--- config.mk ---
export PLATFORM = sky130hd
export DESIGN_NAME = sleep_seq
export DESIGN_NICKNAME = d
export VERILOG_FILES = /design/src/rtl/sleep_seq_pkg.sv /design/src/rtl/sleep_ctrl.sv /design/src/rtl/sleep_dpath.sv /design/src/rtl/sleep_seq.sv
export SDC_FILE = /design/constraint.sdc
export NUM_CORES = 1
export LEC_CHECK = 0
export BUFFER_PORTS_ARGS = -buffer_cell sky130_fd_sc_hd__buf_4
export CELL_PAD_IN_SITES_DETAIL_PLACEMENT = 0
export CELL_PAD_IN_SITES_GLOBAL_PLACEMENT = 1
export CORE_MARGIN = 1.5
export CORE_UTILIZATION = 30
export DETAILED_ROUTE_END_ITERATION = 10
export PLACE_DENSITY = 0.82
export SETUP_SLACK_MARGIN = 0.4
export SLEW_MARGIN = 20
export SYNTH_ARGS = -nofsm -noshare
export SYNTH_HDL_FRONTEND = slang
export SYNTH_SLANG_ARGS = --single-unit
--- constraint.sdc ---
create_clock -name clk -period 2.3 [get_ports clk]
set_input_delay 0.115 -clock clk [delete_from_list [all_inputs] [get_ports clk]]
set_output_delay 0.115 -clock clk [all_outputs]
set_load 0.01 [all_outputs]
--- src/rtl/sleep_seq_pkg.sv ---
package sleep_seq_pkg;
  localparam int STATE_COUNT = 5;

  typedef enum logic [2:0] {
    ST_RUN      = 3'd0,
    ST_WAIT_GNT = 3'd1,
    ST_RESET    = 3'd2,
    ST_COMA     = 3'd3,
    ST_SNOOZE   = 3'd4
  } seqState_t;

  // Strobes from control to datapath
  typedef struct packed {
    logic awake;    // RUN or WAIT_GNT
    logic rxAlive;  // receive path powered
    logic softRst;  // one-cycle internal reset
    logic asleep;   // RESET, COMA or SNOOZE
  } seqStrobe_t;
endpackage

--- src/rtl/sleep_ctrl.sv ---
module sleep_ctrl
  import sleep_seq_pkg::*;
#(
  parameter int GUARD_CYCLES = 3
) (
  input  logic                   clk,
  input  logic                   rstN,
  input  logic                   sleepN,
  input  logic                   snoozeSel,
  input  logic                   tpSelected,
  input  logic                   busReqIn,
  input  logic                   busGnt,
  output logic                   busReq,
  output seqStrobe_t             strobe,
  output logic [STATE_COUNT-1:0] stateOneHot
);
  localparam int CW = $clog2(GUARD_CYCLES + 1);

  seqState_t stateQ, stateD;
  logic [CW-1:0] guardCnt;
  logic guardDone;
  logic sleepReq;

  assign guardDone = (guardCnt == CW'(GUARD_CYCLES));
  assign sleepReq  = !sleepN && guardDone;

  always_ff @(posedge clk or negedge rstN) begin
    if (!rstN) guardCnt <= '0;
    else if (!guardDone) guardCnt <= guardCnt + 1'b1;
  end

  always_comb begin
    stateD = stateQ;
    unique case (stateQ)
      ST_RUN:      if (sleepReq) stateD = busReqIn ? ST_WAIT_GNT : ST_RESET;
      ST_WAIT_GNT: if (busGnt) stateD = ST_RESET;
      ST_RESET:    stateD = (snoozeSel && tpSelected) ? ST_SNOOZE : ST_COMA;
      ST_COMA,
      ST_SNOOZE:   if (sleepN) stateD = ST_RUN;
      default:     stateD = ST_RUN;
    endcase
  end

  always_ff @(posedge clk or negedge rstN) begin
    if (!rstN) stateQ <= ST_RUN;
    else       stateQ <= stateD;
  end

  for (genvar i = 0; i < STATE_COUNT; i++) begin : g_oneHot
    assign stateOneHot[i] = (stateQ == seqState_t'(i));
  end

  always_comb begin
    strobe.awake   = (stateQ == ST_RUN) || (stateQ == ST_WAIT_GNT);
    strobe.rxAlive = strobe.awake || (stateQ == ST_SNOOZE);
    strobe.softRst = (stateQ == ST_RESET);
    strobe.asleep  = !strobe.awake;
    unique case (stateQ)
      ST_RUN:      busReq = busReqIn;
      ST_WAIT_GNT: busReq = 1'b1;
      default:     busReq = 1'b0;
    endcase
  end

  logic asleepState;
  assign asleepState = (stateQ == ST_COMA) || (stateQ == ST_SNOOZE);

  AST_ONE_STATE: assert property (@(posedge clk) disable iff (!rstN)
    $countones(stateOneHot) == 1);
  AST_GUARD_HOLD: assert property (@(posedge clk) disable iff (!rstN)
    !guardDone |=> stateQ == ST_RUN);
  AST_REQ_HELD: assert property (@(posedge clk) disable iff (!rstN)
    (stateQ == ST_WAIT_GNT && !busGnt) |=> (stateQ == ST_WAIT_GNT && busReq));
  AST_RESET_FIRST: assert property (@(posedge clk) disable iff (!rstN)
    $rose(asleepState) |-> $past(stateQ) == ST_RESET);
  AST_SNOOZE_NEEDS_TP: assert property (@(posedge clk) disable iff (!rstN)
    (stateQ == ST_RESET && !tpSelected) |=> stateQ == ST_COMA);
  AST_WAKE_NEXT: assert property (@(posedge clk) disable iff (!rstN)
    (asleepState && sleepN) |=> stateQ == ST_RUN);
endmodule

--- src/rtl/sleep_dpath.sv ---
module sleep_dpath
  import sleep_seq_pkg::*;
#(
  parameter int ACT_W = 2
) (
  input  logic             clk,
  input  logic             rstN,
  input  seqStrobe_t       strobe,
  input  logic             ioAccess,
  input  logic             cfgAccess,
  input  logic             linkLedEn,
  input  logic             linkPulseIn,
  input  logic [ACT_W-1:0] actLedIn,
  output logic             ioAbort,
  output logic             ioAck,
  output logic             cfgAck,
  output logic             rxEnable,
  output logic             linkBeatTx,
  output logic             linkLedOut,
  output logic [ACT_W-1:0] actLedOut
);
  logic [ACT_W-1:0] actQ;

  assign ioAbort    = ioAccess && strobe.asleep;
  assign ioAck      = ioAccess && strobe.awake;
  assign cfgAck     = cfgAccess;
  assign rxEnable   = strobe.rxAlive;
  assign linkBeatTx = strobe.awake;
  assign linkLedOut = strobe.rxAlive && linkLedEn && linkPulseIn;
  assign actLedOut  = actQ;

  always_ff @(posedge clk or negedge rstN) begin
    if (!rstN)                              actQ <= '0;
    else if (strobe.softRst || !strobe.awake) actQ <= '0;
    else                                    actQ <= actLedIn;
  end

  AST_ABORT_OR_ACK: assert property (@(posedge clk) disable iff (!rstN)
    ioAccess |-> (ioAbort != ioAck));
  AST_LINK_NEEDS_EN: assert property (@(posedge clk) disable iff (!rstN)
    linkLedOut |-> (linkLedEn && rxEnable));
  AST_ACT_DARK: assert property (@(posedge clk) disable iff (!rstN)
    strobe.asleep |=> actLedOut == '0);
endmodule

--- src/rtl/sleep_seq.sv ---
module sleep_seq
  import sleep_seq_pkg::*;
#(
  parameter int ACT_W        = 2,
  parameter int GUARD_CYCLES = 3
) (
  input  logic             clk,
  input  logic             rstN,
  input  logic             sleepN,
  input  logic             snoozeSel,
  input  logic             tpSelected,
  input  logic             linkLedEn,
  input  logic             busReqIn,
  input  logic             busGnt,
  output logic             busReq,
  input  logic             ioAccess,
  output logic             ioAbort,
  output logic             ioAck,
  input  logic             cfgAccess,
  output logic             cfgAck,
  input  logic             linkPulseIn,
  output logic             linkLedOut,
  input  logic [ACT_W-1:0] actLedIn,
  output logic [ACT_W-1:0] actLedOut,
  output logic             rxEnable,
  output logic             linkBeatTx,
  output logic             softRst,
  output logic [4:0]       stateOneHot
);
  seqStrobe_t strobe;

  sleep_ctrl #(.GUARD_CYCLES(GUARD_CYCLES)) ctrl_i (
    .clk(clk), .rstN(rstN), .sleepN(sleepN), .snoozeSel(snoozeSel),
    .tpSelected(tpSelected), .busReqIn(busReqIn), .busGnt(busGnt),
    .busReq(busReq), .strobe(strobe), .stateOneHot(stateOneHot)
  );

  sleep_dpath #(.ACT_W(ACT_W)) dpath_i (
    .clk(clk), .rstN(rstN), .strobe(strobe), .ioAccess(ioAccess),
    .cfgAccess(cfgAccess), .linkLedEn(linkLedEn), .linkPulseIn(linkPulseIn),
    .actLedIn(actLedIn), .ioAbort(ioAbort), .ioAck(ioAck), .cfgAck(cfgAck),
    .rxEnable(rxEnable), .linkBeatTx(linkBeatTx), .linkLedOut(linkLedOut),
    .actLedOut(actLedOut)
  );

  assign softRst = strobe.softRst;

  AST_SRST_ONE_CYCLE: assert property (@(posedge clk) disable iff (!rstN)
    softRst |=> !softRst);
endmodule

==> impl_metrics.env, run 1 <==
export IMPL_final_core_util_pct=48.75
export IMPL_grt_pass1_wl_um=1690
export IMPL_peakVddDrop_mv=0.4389
export IMPL_r2r_end="ctrl_i.stateQ[0]$_DFFE_PN0P_"
export IMPL_synth_distinct_cells=24
export IMPL_ys_seq_area_share_pct=38.57
export IMPL_antenna_left=0
export IMPL_tritoncts="yes"
export IMPL_tightest_slew_ns=0.4878
export IMPL_netlist_area_um2=454.2
export IMPL_cts_hold_buffers_added=1
export IMPL_gp_congestion=0.7031
export IMPL_powerDensity_mw_per_mm2=1132
export IMPL_setup_viol=0
export IMPL_track_usage_pct=12.59
export IMPL_slew_viol_final=0
export IMPL_avgRoutedWirePerCell_um=11.80
export IMPL_synth_avg_cell_area_um2=10.32
export IMPL_rsz0062_at_grt="false"
export IMPL_final_cell_area_um2=658.1
export IMPL_fin_tns_setup_ns=0
export IMPL_hpwl_um=770.8
export IMPL_cts_path_max_buffers=2
export IMPL_layout_drive_gt1_share_pct=52.17
export IMPL_cts_clk_slew_worst_paths_ns=0.05
export IMPL_fin_total_pwr_uw=745.2
export IMPL_gr_total_overflow=0
export IMPL_cts_buffers=3
export IMPL_port_buffers=25
export IMPL_critPathArrivalTime_ns=1.38
export IMPL_dieWidth_um=41.91
export IMPL_worstHoldStart="actLedIn[1]"
export IMPL_rrSetupSlack_ns=0.98
export IMPL_antenna_found_initial=0
export IMPL_dieArea_mm2=0.001756
export IMPL_r2r_start="ctrl_i.guardCnt[0]$_DFFE_PN0P_"
export IMPL_status="finished, final reports clean"
export IMPL_die_h_um=41.91
export IMPL_hold_viol=0
export IMPL_drt_total_wl_um=991
export IMPL_grt_max_degree=14
export IMPL_fin_crit_ns=1.493
export IMPL_crit_path_start_kind="register"
export IMPL_finalNetCount=84
export IMPL_power_leakage_uw=0.0003091
export IMPL_synth_net_count=58
export IMPL_worstPathMaxFanout=13
export IMPL_syn_inst=44
export IMPL_clk_latency_ns=0.25
export IMPL_root_buffer="clkbuf_4"
export IMPL_crit_path_end_kind="primary output"
export IMPL_synthToLayoutAreaGrowth_pct=44.90
export IMPL_hold_end="dpath_i.actLedOut[1]$_DFF_PN0_"
export IMPL_cp_required_ns=2.18
export IMPL_clock_fmax_mhz=669.9
export IMPL_start_util_pct=33.64
export IMPL_placed_area_um2=621.8
export IMPL_dr_total_vias=407
export IMPL_h_tree_depth=1
export IMPL_rows=13
export IMPL_grt_pass1_vias=387
export IMPL_post_route_drc_count=0
export IMPL_pin_count=28
export IMPL_cts_sinks=7
export IMPL_hold_path_class="input port to register"
export IMPL_slew_limit_headroom_pct=67.48
export IMPL_yosysWarnings=0
export IMPL_antenna_cells=0
export IMPL_first_iter_violations=6
export IMPL_drv_cap=0
export IMPL_ys_ff_latch=7
export IMPL_hold_path_cell_count=2
export IMPL_cp_startpoint="ctrl_i.stateQ[1]$_DFFE_PN0P_"
export IMPL_clock_skew_ns=0.002541
export IMPL_vias_per_cell=4.845
export IMPL_period_share_pct=64.90
export IMPL_reg2regPathDepth=4
export IMPL_postCtsSetupRepairBufs=0
export IMPL_first_pass_iters=4
export IMPL_ctsResizeCount=0
export IMPL_path_class="register to primary output"
export IMPL_core_area_mm2=0.001350
-- sequential cells by signal, summed over array words and instances (netlist names) --
register           cells
dpath_i.actLedOut      2
ctrl_i.guardCnt        2
ctrl_i.stateQ          3
-- critical path, stage by stage (launching register included) --
cell and delay (ns):
dfrtp_1 0.64, nor3b_2 0.33, buf_4 0.17
-- stage by stage --
| step | setup slack, ns | instances | hold WS, ns |
|---|---|---|---|
| 6_report | 0.8072 | 84 | 0.07534 |
| 5_1_grt | 0.6739 | 84 | 0.06802 |
| 4_1_cts | 0.7924 | 84 | 0.07313 |
| 3_5_place_dp | 0.9823 | 79 | -0.06963 |
| 3_3_place_gp | 1.014 | 79 | -0.06964 |
| 2_1_floorplan | 1.047 | 44 | -0.1806 |
-- Yosys cell counts, drive strengths merged --
cell type	instances	area [um^2]
mux2i	1	10.01
nor3	3	15.01
nand2	2	7.510
or2	1	6.260
nor2	2	10.01
nor3b	2	25.02
o21ai	2	10.01
nand3	2	10.01
inv	1	3.750
a21oi	2	17.52
mux2	1	11.26
and2	4	25.02
a32o	1	10.01
and3	1	6.260
nor2b	2	12.51
buf	5	38.78
xnor2	1	8.760
dfrtp	7	175.2
ha	1	12.51
a221oi	2	30.03
and3b	1	8.760
-- kinds of logic (layout without fill, tap and decap cells) --
family	after synthesis	after routing	synth area share, %
AND/OR/NAND/NOR	20	20	27.82
AO/OA/AOI/OAI	7	7	14.88
flip-flops	7	7	38.57
buffers and inverters	6	31	9.364
multiplexers	2	2	4.683
adder cells (fa/ha/maj)	1	1	2.754
XOR/XNOR	1	1	1.929
-- final cells by class --
| cell class | count | area, um^2 |
|---|---|---|
| multi-input cells | 31 | 236.5 |
| inverters | 1 | 3.754 |
| fillers | 141 | 691.9 |
| clock buffers | 4 | 26.28 |
| flip-flops and latches | 7 | 175.2 |
| repair buffers | 26 | 197.7 |
| well taps | 15 | 18.77 |
-- routing by layer --
layer  GRT usage (%)  part of all wire (%)  up-vias
li1                -                     -      204
met1           16.71                    45      182
met2           19.06                    47       21
met3           3.043                   8.6        0
met4           5.806                     0        0
met5               0                     0        -
-- report_power, final --
group	switching, uW	total (uW)	internal, uW	leakage [uW]
registers	91.5	246	155	0.0000806
clock network	42.5	109	66.0	0.0000150
logic	163	390	227	0.000214
total	297	745	448	0.000309
-- placed cells by master, fill, tap and decap left out, types with 2 or more instances in the layout --
cell type / count
nor3b_2: 2
buf_4: 25
nand3_1: 2
nor2b_1: 2
nand2_1: 2
dfrtp_1: 7
and2_1: 4
nor3_1: 3
a21oi_2: 2
a221oi_2: 2
o21ai_1: 2
clkbuf_4: 3
-- worst max path at each step --
stage	cells after the start	to	slack, ns
finish	2	softRst	0.81
global route	2	softRst	0.67
CTS	2	softRst	0.79
detailed placement	4	ctrl_i.stateQ[0]$_DFFE_PN0P_	0.98
global placement	4	ctrl_i.stateQ[0]$_DFFE_PN0P_	1.01
floorplan	4	ctrl_i.stateQ[0]$_DFFE_PN0P_	1.05
Power figures use the tool's default switching activity.
==> run 2, diff against run 1 <==
Settings changed: CORE_UTILIZATION 30 to 25, PLACE_DENSITY 0.82 to 0.74.
Clock period 2.3 ns to 1.3 ns, I/O delays scaled along.
==> run 2 against run 1 <==
Sequential power up 49%. Sequential cell count stayed put. Clock skew down 0.0014 ns. Combinational power rose to 3.5 times the previous value. Cell count up 30%. Total power grew to 2.6 times the previous value. Via count up 19%. Cell area grew 37%. Critical path depth grew 2. Utilization up 4.2 points. Non-clock buffer count is 15 higher. Critical path type unchanged.
==> impl_metrics.env, run 2 (same netlist as run 1, synthesis figures left out) <==
export IMPL_grt_pass1_vias=414
export IMPL_fillers=159
export IMPL_cp_required_ns=1.24
export IMPL_layout_commonest_cell="buf_4"
export IMPL_slew_viol_final=0
export IMPL_worstPathMaxFanout=5
export IMPL_port_buffers=25
export IMPL_fin_crit_ns=1.268
export IMPL_antenna_found_initial=0
export IMPL_tritoncts="yes"
export IMPL_period_share_pct=97.56
export IMPL_clock_fmax_mhz=788.5
export IMPL_final_cell_area_um2=904.6
export IMPL_core_area_mm2=0.001708
export IMPL_slew_limit_headroom_pct=81.90
export IMPL_path_class="register to primary output"
export IMPL_rsz0062_at_grt="true"
export IMPL_clock_skew_ns=0.001140
export IMPL_finalNetCount=99
export IMPL_post_route_drc_count=0
export IMPL_peakVddDrop_mv=1.144
export IMPL_h_tree_depth=1
export IMPL_grt_max_degree=10
export IMPL_track_usage_pct=11.61
export IMPL_top_register="ctrl_i.stateQ"
export IMPL_hpwl_um=769.2
export IMPL_first_iter_violations=5
export IMPL_avgRoutedWirePerCell_um=11.27
export IMPL_drv_cap=0
export IMPL_layout_drive_gt1_share_pct=72.62
export IMPL_dr_total_vias=484
export IMPL_final_core_util_pct=52.97
export IMPL_rows=15
export IMPL_gp_congestion=0.7069
export IMPL_cts_sinks=7
export IMPL_root_buffer="clkbuf_4"
export IMPL_status="finished, final reports clean"
export IMPL_setup_viol=0
export IMPL_die_h_um=45.63
export IMPL_antenna_left=0
export IMPL_start_util_pct=26.59
export IMPL_dieWidth_um=45.63
export IMPL_mostFrequentLayoutCells="buf_4, buf_6, dfrtp_1"
export IMPL_dieArea_mm2=0.002082
export IMPL_placed_area_um2=695.7
export IMPL_synthToLayoutAreaGrowth_pct=99.17
export IMPL_cts_buffers=3
export IMPL_hold_viol=0
export IMPL_hold_slack_ns=0.02235
export IMPL_grt_pass1_wl_um=1725
export IMPL_first_pass_iters=4
export IMPL_drt_total_wl_um=1228
export IMPL_critPathArrivalTime_ns=1.20
export IMPL_antenna_cells=0
export IMPL_hold_path_class="input port to register"
export IMPL_tightest_slew_ns=0.2716
export IMPL_crit_path_end_kind="primary output"
export IMPL_vias_per_cell=4.440
export IMPL_largest_reg_flops=3
export IMPL_clk_latency_ns=0.25
export IMPL_powerDensity_mw_per_mm2=2141
export IMPL_power_leakage_uw=0.0004217
export IMPL_pin_count=28
export IMPL_cts_clk_slew_worst_paths_ns=0.05
export IMPL_gr_total_overflow=0
export IMPL_cts_path_max_buffers=2
export IMPL_crit_path_start_kind="register"
==> run 2: critical path, stage by stage (launching register included) <==
cell and delay, ns:
dfrtp_2 0.43, buf_6 0.14, a21oi_4 0.11, and3_1 0.16, buf_4 0.11
==> run 2: final timing paths <==
check                                                       to  slack (ns)                            from  cells past startpoint
worst max-delay path                                linkLedOut        0.03    ctrl_i.stateQ[0]$_DFFE_PN0P_                      4
worst min-delay path            dpath_i.actLedOut[1]$_DFF_PN0_        0.02                     actLedIn[1]                      2
worst max register to register    ctrl_i.stateQ[1]$_DFFE_PN0P_        0.06    ctrl_i.stateQ[0]$_DFFE_PN0P_                      6
worst min register to register  ctrl_i.guardCnt[1]$_DFFE_PN0P_        0.57  ctrl_i.guardCnt[1]$_DFFE_PN0P_                      1
max in group asynchronous         ctrl_i.stateQ[1]$_DFFE_PN0P_        1.00                            rstN                      2
min in group asynchronous       ctrl_i.guardCnt[0]$_DFFE_PN0P_        0.17                            rstN                      2
==> run 2: through the flow <==
step	setup slack [ns]	total power (uW)	TNS (ns)	cells
floorplan	0.1191	920.7	0	44
global placement	0.08579	1310	0	93
detailed placement	0.06089	1306	0	93
CTS	0.02552	1758	0	106
global route	-0.02926	2063	-0.08079	109
finish	0.03171	1937	0	109
==> run 2: final cells by class <==
type | count | area, um^2 | area share, %
well taps | 25 | 31.28 | 3.458
inverters | 1 | 3.754 | 0.4149
multi-input cells | 31 | 295.3 | 32.64
flip-flops and latches | 7 | 178.9 | 19.78
repair buffers | 41 | 369.1 | 40.80
clock buffers | 4 | 26.28 | 2.905
==> run 2: layer usage <==
metal	part of all wire, %	vias to the layer above	GRT usage, %	wire (um)
met5	0	-	0	0
met4	0	0	0	0
li1	-	231	-	-
met1	36	239	13.38	446
met2	59	14	20.28	727
met3	4.5	0	5.952	55
==> run 2: timing repair <==
item	CTS	global route
setup buffers	8	3
endpoints found under the setup margin	18	19
gates resized for setup	8	12
pin swaps	5	2
endpoints found under the hold margin	7	0
hold buffers	1	0
==> run 2: where the power goes <==
part	leakage (uW)	switching, uW	internal [uW]
logic	0.000330	521	854
clock network	0.0000150	79.2	117
registers	0.0000770	82.3	284
